--- src/rtl/smem_pkg.sv ---
package smem_pkg;
  typedef enum logic [1:0] {
    ST_IDLE   = 2'd0,
    ST_ACCESS = 2'd1,
    ST_HOLD   = 2'd2
  } smem_state_e;
endpackage

--- src/rtl/smem_cfg_regs.sv ---
module smem_cfg_regs #(
  parameter int NUM_BANKS = 4,
  parameter int WAIT_W    = 5,
  parameter int OED_W     = 4,
  localparam int BANK_W   = $clog2(NUM_BANKS)
) (
  input  logic              clk_i,
  input  logic              rst_ni,
  input  logic              we_i,
  input  logic [BANK_W-1:0] wbank_i,
  input  logic [WAIT_W-1:0] wwait_i,
  input  logic [OED_W-1:0]  woed_i,
  input  logic [BANK_W-1:0] rbank_i,
  output logic [WAIT_W-1:0] rwait_o,
  output logic [OED_W-1:0]  roed_o
);
  logic [WAIT_W-1:0] wait_q [NUM_BANKS];
  logic [OED_W-1:0]  oed_q  [NUM_BANKS];

  for (genvar b = 0; b < NUM_BANKS; b++) begin : g_bank
    always_ff @(posedge clk_i or negedge rst_ni) begin
      if (!rst_ni) begin
        wait_q[b] <= '0;
        oed_q[b]  <= '0;
      end else if (we_i && wbank_i == BANK_W'(b)) begin
        wait_q[b] <= wwait_i;
        oed_q[b]  <= woed_i;
      end
    end
  end

  assign rwait_o = wait_q[rbank_i];
  assign roed_o  = oed_q[rbank_i];
endmodule

--- src/rtl/smem_rd_seq.sv ---
module smem_rd_seq
  import smem_pkg::*;
#(
  parameter int NUM_BANKS = 4,
  parameter int ADDR_W    = 24,
  parameter int DATA_W    = 32,
  parameter int WAIT_W    = 5,
  parameter int OED_W     = 4,
  localparam int BANK_W   = $clog2(NUM_BANKS),
  localparam int CNT_W    = (WAIT_W > OED_W) ? WAIT_W : OED_W
) (
  input  logic                 clk_i,
  input  logic                 rst_ni,
  input  logic                 req_i,
  input  logic [ADDR_W-1:0]    req_addr_i,
  input  logic [BANK_W-1:0]    req_bank_i,
  input  logic [WAIT_W-1:0]    bank_wait_i,
  input  logic [OED_W-1:0]     bank_oed_i,
  output logic                 busy_o,
  output logic [ADDR_W-1:0]    mem_addr_o,
  output logic [NUM_BANKS-1:0] mem_cs_no,
  output logic                 mem_oe_no,
  input  logic [DATA_W-1:0]    mem_data_i,
  output logic                 done_o,
  output logic [DATA_W-1:0]    rd_data_o
);
  smem_state_e       state_q;
  logic [CNT_W-1:0]  cnt_q, last_q, req_last;
  logic [OED_W-1:0]  oed_q;
  logic [BANK_W-1:0] bank_q;
  logic [ADDR_W-1:0] addr_q;
  logic              sample;

  // sample point never precedes a full clock of output enable
  assign req_last = (CNT_W'(bank_wait_i) > CNT_W'(bank_oed_i)) ?
                    CNT_W'(bank_wait_i) : CNT_W'(bank_oed_i);
  assign sample   = (state_q == ST_ACCESS) && (cnt_q == last_q);

  always_ff @(posedge clk_i or negedge rst_ni) begin
    if (!rst_ni) begin
      state_q   <= ST_IDLE;
      cnt_q     <= '0;
      last_q    <= '0;
      oed_q     <= '0;
      bank_q    <= '0;
      addr_q    <= '0;
      done_o    <= 1'b0;
      rd_data_o <= '0;
    end else begin
      done_o <= 1'b0;
      unique case (state_q)
        ST_IDLE: if (req_i) begin
          state_q <= ST_ACCESS;
          cnt_q   <= '0;
          last_q  <= req_last;
          oed_q   <= bank_oed_i;
          bank_q  <= req_bank_i;
          addr_q  <= req_addr_i;
        end
        ST_ACCESS: if (sample) begin
          state_q   <= ST_HOLD;
          done_o    <= 1'b1;
          rd_data_o <= mem_data_i;
        end else begin
          cnt_q <= cnt_q + 1'b1;
        end
        ST_HOLD: state_q <= ST_IDLE;
        default: state_q <= ST_IDLE;
      endcase
    end
  end

  assign busy_o     = (state_q != ST_IDLE);
  assign mem_addr_o = addr_q;
  assign mem_oe_no  = !((state_q == ST_ACCESS) && (cnt_q >= CNT_W'(oed_q)));

  for (genvar b = 0; b < NUM_BANKS; b++) begin : g_cs
    assign mem_cs_no[b] = !((state_q == ST_ACCESS) && (bank_q == BANK_W'(b)));
  end

  p_idle_quiet_r1: assert property (@(posedge clk_i) disable iff (!rst_ni)
    !busy_o |-> (&mem_cs_no && mem_oe_no && !done_o));
  p_one_cs_r2: assert property (@(posedge clk_i) disable iff (!rst_ni)
    $onehot0(~mem_cs_no));
  p_oe_with_cs_r3: assert property (@(posedge clk_i) disable iff (!rst_ni)
    ($fell(&mem_cs_no) && oed_q == '0) |-> !mem_oe_no);
  p_oe_before_sample_r5: assert property (@(posedge clk_i) disable iff (!rst_ni)
    $rose(done_o) |-> $past(!mem_oe_no));
  p_strobes_rise_r6: assert property (@(posedge clk_i) disable iff (!rst_ni)
    $rose(mem_oe_no) |-> ($rose(&mem_cs_no) && done_o));
  p_done_pulse_r7: assert property (@(posedge clk_i) disable iff (!rst_ni)
    done_o |=> !done_o);
  p_addr_hold_r8: assert property (@(posedge clk_i) disable iff (!rst_ni)
    done_o |-> (busy_o && &mem_cs_no && $stable(mem_addr_o)));
  p_release_r8: assert property (@(posedge clk_i) disable iff (!rst_ni)
    done_o |=> !busy_o);
endmodule

--- src/rtl/smem_rd_ctrl.sv ---
module smem_rd_ctrl #(
  parameter int NUM_BANKS = 4,
  parameter int ADDR_W    = 24,
  parameter int DATA_W    = 32,
  parameter int WAIT_W    = 5,
  parameter int OED_W     = 4,
  localparam int BANK_W   = $clog2(NUM_BANKS)
) (
  input  logic                 clk_i,
  input  logic                 rst_ni,
  input  logic                 cfg_we_i,
  input  logic [BANK_W-1:0]    cfg_bank_i,
  input  logic [WAIT_W-1:0]    cfg_wait_i,
  input  logic [OED_W-1:0]     cfg_oed_i,
  input  logic                 req_i,
  input  logic [ADDR_W-1:0]    req_addr_i,
  input  logic [BANK_W-1:0]    req_bank_i,
  output logic                 busy_o,
  output logic [ADDR_W-1:0]    mem_addr_o,
  output logic [NUM_BANKS-1:0] mem_cs_no,
  output logic                 mem_oe_no,
  input  logic [DATA_W-1:0]    mem_data_i,
  output logic                 done_o,
  output logic [DATA_W-1:0]    rd_data_o
);
  logic [WAIT_W-1:0] bank_wait;
  logic [OED_W-1:0]  bank_oed;

  smem_cfg_regs #(
    .NUM_BANKS(NUM_BANKS), .WAIT_W(WAIT_W), .OED_W(OED_W)
  ) u_cfg (
    .clk_i   (clk_i),
    .rst_ni  (rst_ni),
    .we_i    (cfg_we_i),
    .wbank_i (cfg_bank_i),
    .wwait_i (cfg_wait_i),
    .woed_i  (cfg_oed_i),
    .rbank_i (req_bank_i),
    .rwait_o (bank_wait),
    .roed_o  (bank_oed)
  );

  smem_rd_seq #(
    .NUM_BANKS(NUM_BANKS), .ADDR_W(ADDR_W), .DATA_W(DATA_W),
    .WAIT_W(WAIT_W), .OED_W(OED_W)
  ) u_seq (
    .clk_i       (clk_i),
    .rst_ni      (rst_ni),
    .req_i       (req_i),
    .req_addr_i  (req_addr_i),
    .req_bank_i  (req_bank_i),
    .bank_wait_i (bank_wait),
    .bank_oed_i  (bank_oed),
    .busy_o      (busy_o),
    .mem_addr_o  (mem_addr_o),
    .mem_cs_no   (mem_cs_no),
    .mem_oe_no   (mem_oe_no),
    .mem_data_i  (mem_data_i),
    .done_o      (done_o),
    .rd_data_o   (rd_data_o)
  );
endmodule

--- config.mk ---
export PLATFORM = sky130hd
export DESIGN_NAME = smem_rd_ctrl
export DESIGN_NICKNAME = d
export VERILOG_FILES = /design/src/rtl/smem_pkg.sv /design/src/rtl/smem_cfg_regs.sv /design/src/rtl/smem_rd_seq.sv /design/src/rtl/smem_rd_ctrl.sv
export SDC_FILE = /design/constraint.sdc
export NUM_CORES = 1
export LEC_CHECK = 0
export BUFFER_PORTS_ARGS = -buffer_cell sky130_fd_sc_hd__buf_2
export CORE_UTILIZATION = 56
export DETAILED_ROUTE_END_ITERATION = 10
export GPL_TIMING_DRIVEN = 0
export MAX_ROUTING_LAYER = met4
export PLACE_DENSITY_LB_ADDON = 0.3
export SLEW_MARGIN = 20
export SYNTH_ARGS = -nofsm -noshare
export SYNTH_HDL_FRONTEND = slang
export SYNTH_SLANG_ARGS = --single-unit
--- constraint.sdc ---
create_clock -name clk_i -period 3.2 [get_ports clk_i]
set_input_delay 0.16 -clock clk_i [delete_from_list [all_inputs] [get_ports clk_i]]
set_output_delay 0.16 -clock clk_i [all_outputs]
set_load 0.02 [all_outputs]
After elaboration in Yosys (flattened, before gate mapping)
Cells that the tools add are included.
Widths: inputs -> output; s select.

word-level totals
  bits in registers = 111
  input bits = 73
  output and inout port bits = 63
  word-level logic and storage cells = 71

cells by class
  $add $sub $neg = 1
  order comparisons = 3
  eq/ne operators = 11
  multiplexer cells = 15
  bitwise operators = 1
  reduce and logical (&&, ||, !) cells = 24

operators by type and width
  cell                 count
  $mux 5               5
  $bmux 5 s2           1
  $logic_and 1x1->1    10
  $pmux 5 s2           1
  $bmux 4 s2           1
  $eq 2x2->1 const B   4
  $mux 4               2
  $eq 2x1->1 const B   3
  $logic_not 2->1      3
  $reduce_and 2->1     3
  $add 5x1->5 const B  1
  $eq 5x5->1           1
  $ge 5x4->1           1
  $gt 5x4->1           1
  $logic_not 1->1      5
  $mux 2               2
  $ne 2x2->1 const B   2
  $pmux 2 s2           1
  $reduce_bool 2->1    2
  $ge 3x3->1 const B   1
  $not 2->3            1
  $reduce_and 3->1     1
  $mux 1               2
  $ne 2x1->1 const B   1

Depth between registers and ports, before layout
  depth in word-level cells = 6
  mapped depth = 9

By module
From an unflattened synthesis, not the netlist that was laid out.

second synthesis, totals
  cell total of the unflattened synthesis = 319
  area, all modules = 4745.8 µm²

by module, submodules not included
  module         times used  cells each  area an instance (µm²)
  smem_rd_seq    1           231         3175.5
  smem_cfg_regs  1           88          1570.3

Worst setup path before layout
Ideal clock, no wire load.

  path kind = input-to-reg
  start = in req_bank_i[0]
  end = reg u_seq.last_q[0]
  arrival time = 1.825 ns
  required time = 3.074 ns
  path slack = 1.249 ns
  stages = 8
  path buffers = 1
  path through = buf_6 > mux4_2 > ha_1 > and2_1 > o21ai_0 > a32o_1 > a31oi_1 > a21oi_1

on the way
  cells in the longest elaborated chain, start to end = 6

RTL lines
  element                                                                     RTL line                                  RTL
  start, declared                                                             smem_rd_ctrl.sv:17                        input logic [BANK_W-1:0] req_bank_i,
  $not 2->3 (implied by the code) *                                           smem_cfg_regs.sv:32, smem_cfg_regs.sv:33
  $bmux 5 s2 / $bmux 4 s2 (equally long branches)                             smem_cfg_regs.sv:32, smem_cfg_regs.sv:33
  $mux 5 (implied by the code) / $mux 4 (equally long branches) (2 in a row)  smem_cfg_regs.sv:32, smem_cfg_regs.sv:33
  $gt 5x4->1                                                                  smem_rd_seq.sv:35                         assign req_last = (CNT_W'(bank_wait_i) > CNT_W'(bank_oed_i)) ?
  $mux 5 *                                                                    smem_rd_seq.sv:35
  end signal, assigned                                                        smem_rd_seq.sv:55                         last_q <= req_last;
  end, declared                                                               smem_rd_seq.sv:28                         logic [CNT_W-1:0] cnt_q, last_q, req_last;

Mark *: on every way between the ends. The rest lies on a longest branch, timed or not. The select of a mux whose other input is x is not followed.
A chain may end at the register's enable or synchronous reset.

Worst setup path after layout
  start = reg u_seq.cnt_q[0]
  end = out mem_oe_no

on the way
  cells in the longest elaborated chain, start to end = 3

RTL lines
  element                 RTL line            RTL
  start, declared         smem_rd_seq.sv:28
  start signal, assigned  smem_rd_seq.sv:65   cnt_q <= cnt_q + 1'b1;
  $ge 5x4->1              smem_rd_seq.sv:75   assign mem_oe_no = !((state_q == ST_ACCESS) && (cnt_q >= CNT_W'(oed_q)));
  $logic_and 1x1->1       smem_rd_seq.sv:75
  $logic_not 1->1         smem_rd_seq.sv:75
  end, declared           smem_rd_ctrl.sv:21  output logic mem_oe_no,

Every way passes these cells.

==> results.json <==
{
  "synth_fp_nets": 458,
  "worstMarginPinSlew_ps": 566,
  "p_total_w": 0.00546,
  "length_of_the_first_detailed_routing_pass_in_iterations": 4,
  "maxCapViolations": 0,
  "route.vias.total": 3406,
  "clock_skew_ps": 12.4,
  "placement_rows": 33,
  "gp_routability_congestion": 0.770,
  "timing.max_slew.rel_slack_pct": 62.1,
  "yosysUniqueCellTypes": 35,
  "synth.largest_area_cell": "sky130_fd_sc_hd__dfrtp_1",
  "syn_inst": 376,
  "area.growth.synth_to_final_pct": 26.6,
  "drcViolationCount": 0,
  "crit_path_start_kind": "flip-flop",
  "synth_area_leaders": "sky130_fd_sc_hd__dfrtp_1, sky130_fd_sc_hd__mux2_2, sky130_fd_sc_hd__mux2_4",
  "antenna_found_initial": 0,
  "place.detailed.instances": 615,
  "synth_edf_count": 0,
  "htree_levels": 3,
  "hold_class": "in2reg",
  "pre_cts_ws_ps": 1070,
  "synth_area_um2": 4860,
  "commonest_cells_in_the_netlist": "sky130_fd_sc_hd__dfrtp_1, sky130_fd_sc_hd__nand2_1, sky130_fd_sc_hd__mux2_2",
  "floorplan.initialDensity_pct": 58.5,
  "global_route_total_usage_across_every_layer_pct": 24.1,
  "numCtsBuffers": 9,
  "wirelength_mm": 10.2,
  "timing_hold_violations_final": 0,
  "worst_setup_hold_path_clk_slew_ps": 100,
  "min_period_ps": 2250,
  "die_width_um": 95.1,
  "maxClockFrequency_mhz": 444,
  "rsz_0062_raised_after_global_routing": "false",
  "prevailing_post_synth_register_cell": "sky130_fd_sc_hd__dfrtp_1",
  "global_route_wire_length_before_repair_mm": 16.0,
  "outcome": "completed",
  "design.core.area_um2": 8300,
  "buffer_ports.inserted": 133,
  "cp.required_ps": 3040,
  "globalRouteOverflowTotal": 0,
  "ioPinCount": 136,
  "peakVddDrop_mv": 0.471,
  "post_route_cells_drive_above_1_share_pct": 42.8,
  "critPathMaxFanout": 4,
  "postSynthRegisterBits": 111,
  "cp-end-kind": "primary output",
  "hpwlAfterDp_mm": 7.09,
  "cts_tree": "built",
  "route.antenna.remaining_nets": 0,
  "clk_latency_ps": 370,
  "portion_of_the_post_synthesis_area_used_by_sequential_elements_pct": 57.2,
  "final.fill_count": 563,
  "post_drt_wl_per_cell_um": 15.5,
  "worst_ep_arrival_time_ps": 2090,
  "die_height_um": 95.1,
  "asyncSetResetFlopFracSynth_pct": 100,
  "fin_ws_ps": 946,
  "first_iter_violations": 115,
  "cts_max_path_buffers": 2,
  "grt_max_degree": 83,
  "critPathKind": "reg2out",
  "yosys.cell_count.top_type": "sky130_fd_sc_hd__dfrtp_1",
  "routed_via_density": 5.18,
  "final_cells": 657,
  "setup_viol": 0,
  "clock-sinks": 111,
  "cts_root_buffer": "sky130_fd_sc_hd__clkbuf_8",
  "postSynthAreaPerCell_um2": 12.9,
  "synth.top_cell.area_share_pct": 57.2,
  "fin_tns_setup_ps": 0,
  "cell_pwr_density_nw_per_um2": 888,
  "fin_crit_sh_pct": 70.4,
  "antenna_cells": 0,
  "die-area_um2": 9050,
  "cts_post_setup_buffers_inserted": 0,
  "leakage_nw": 3.11,
  "synth.yosys.warnings": 0,
  "final-max-slew-violation-count": 0,
  "finalNetCount": 629,
  "grt_pass1_vias": 3441
}
repair_timing:
item / in CTS / in global routing
hold endpoints to repair: 54 / 0
hold buffers: 26 / 0
resized for setup: 0 / 0
cells by family after synthesis:
kind of cell             after synthesis  share of synthesized area [%]
AO/OA/AOI/OAI                         26                           3.06
multiplexers                          80                           22.8
AND/OR/NAND/NOR                      121                           10.5
flip-flops                           111                           57.2
XOR/XNOR                               5                          0.901
adder cells (fa/ha/maj)                9                           2.32
buffers and inverters                 24                           3.22
state kept, by name (all words and copies together) (netlist names):
name              count
u_seq.rd_data_o      32
u_seq.mem_addr_o     24
u_cfg.wait_q         20
u_cfg.oed_q          16
u_seq.cnt_q           5
u_seq.last_q          5
u_seq.oed_q           4
u_seq.bank_q          2
u_seq.state_q         2
u_seq.done_o          1
through the flow:
stage	cell area, µm²	util [%]	hold slack [ps]
floorplan	4860	-	-136
global placement	5660	68.1	350
detailed placement	5690	68.6	53.5
CTS	6150	74.1	0.402
global route	6150	74.1	0.445
finish	6150	74.1	18.3
final cells by class:
class	count	area, µm²	area share, %
Sequential cell	111	2780	45.2
Multi-Input combinational cell	241	1920	31.3
Timing Repair Buffer	160	960	15.6
Tap cell	105	131	2.14
Clock buffer	10	128	2.08
Buffer	14	119	1.93
Clock inverter	6	71.3	1.16
Inverter	10	37.5	0.611
path summary, 6_finish.rpt:
kind | startpoint | endpoint | slack [ps] | cells past startpoint
setup / recovery | u_seq.cnt_q[0] | mem_oe_no | 950 | 8
hold / removal | mem_data_i[10] | u_seq.rd_data_o[10] | 20 | 2
setup reg to reg | u_cfg.oed_q[1] | u_seq.last_q[1] | 1030 | 8
hold reg to reg | u_seq.mem_addr_o[0] | u_seq.mem_addr_o[0] | 480 | 2
max in group asynchronous | rst_ni | u_seq.state_q[1] | 2310 | 3
min in group asynchronous | rst_ni | u_seq.mem_addr_o[3] | 230 | 2
routing by layer:
metal | routed length [µm] | track usage (%) | vias up
met5 | 0 | - | -
met2 | 5150 | 40.9 | 103
met1 | 4310 | 28.2 | 1661
met4 | 289 | 11.4 | 0
li1 | - | - | 1618
met3 | 451 | 3.75 | 24
worst max-delay path, stage by stage (launching register included):
cell,delay [ps]
sky130_fd_sc_hd__dfrtp_1,430
sky130_fd_sc_hd__inv_1,100
sky130_fd_sc_hd__ha_1,280
sky130_fd_sc_hd__nand2b_1,150
sky130_fd_sc_hd__a21o_1,180
sky130_fd_sc_hd__a21oi_1,150
sky130_fd_sc_hd__nor2b_1,70
sky130_fd_sc_hd__o31ai_1,170
sky130_fd_sc_hd__buf_2,200
placed cells by master (no fill, tap or decap), drive strengths merged:
| cell type | instances |
|---|---|
| buf | 142 |
| dfrtp | 111 |
| nand2 | 94 |
| mux2 | 68 |
| dlygate4sd3 | 26 |
| clkbuf | 16 |
| o21ai | 11 |
| inv | 10 |
| mux4 | 9 |
| ha | 9 |
| nor2 | 7 |
| a21oi | 7 |
| xor2 | 5 |
| a31oi | 4 |
| nor2b | 3 |
| nand3b | 3 |
| mux2i | 3 |
| clkinv | 3 |
| nand2b | 2 |
| nand3 | 2 |
| and2 | 2 |
| nand4 | 2 |
| clkinvlp | 2 |
| and3 | 2 |
| nor3 | 1 |
| a21o | 1 |
| o31ai | 1 |
| or3 | 1 |
| nor3b | 1 |
| a32oi | 1 |
| a32o | 1 |
| or2 | 1 |
| bufinv | 1 |
where the power goes:
part | total [W] | switching, W | internal [W]
clock network | 0.000825 | 0.000458 | 0.000366
registers | 0.00224 | 0.000306 | 0.00193
logic | 0.00240 | 0.00133 | 0.00107
No activity file was read; power rests on OpenSTA's default activity.
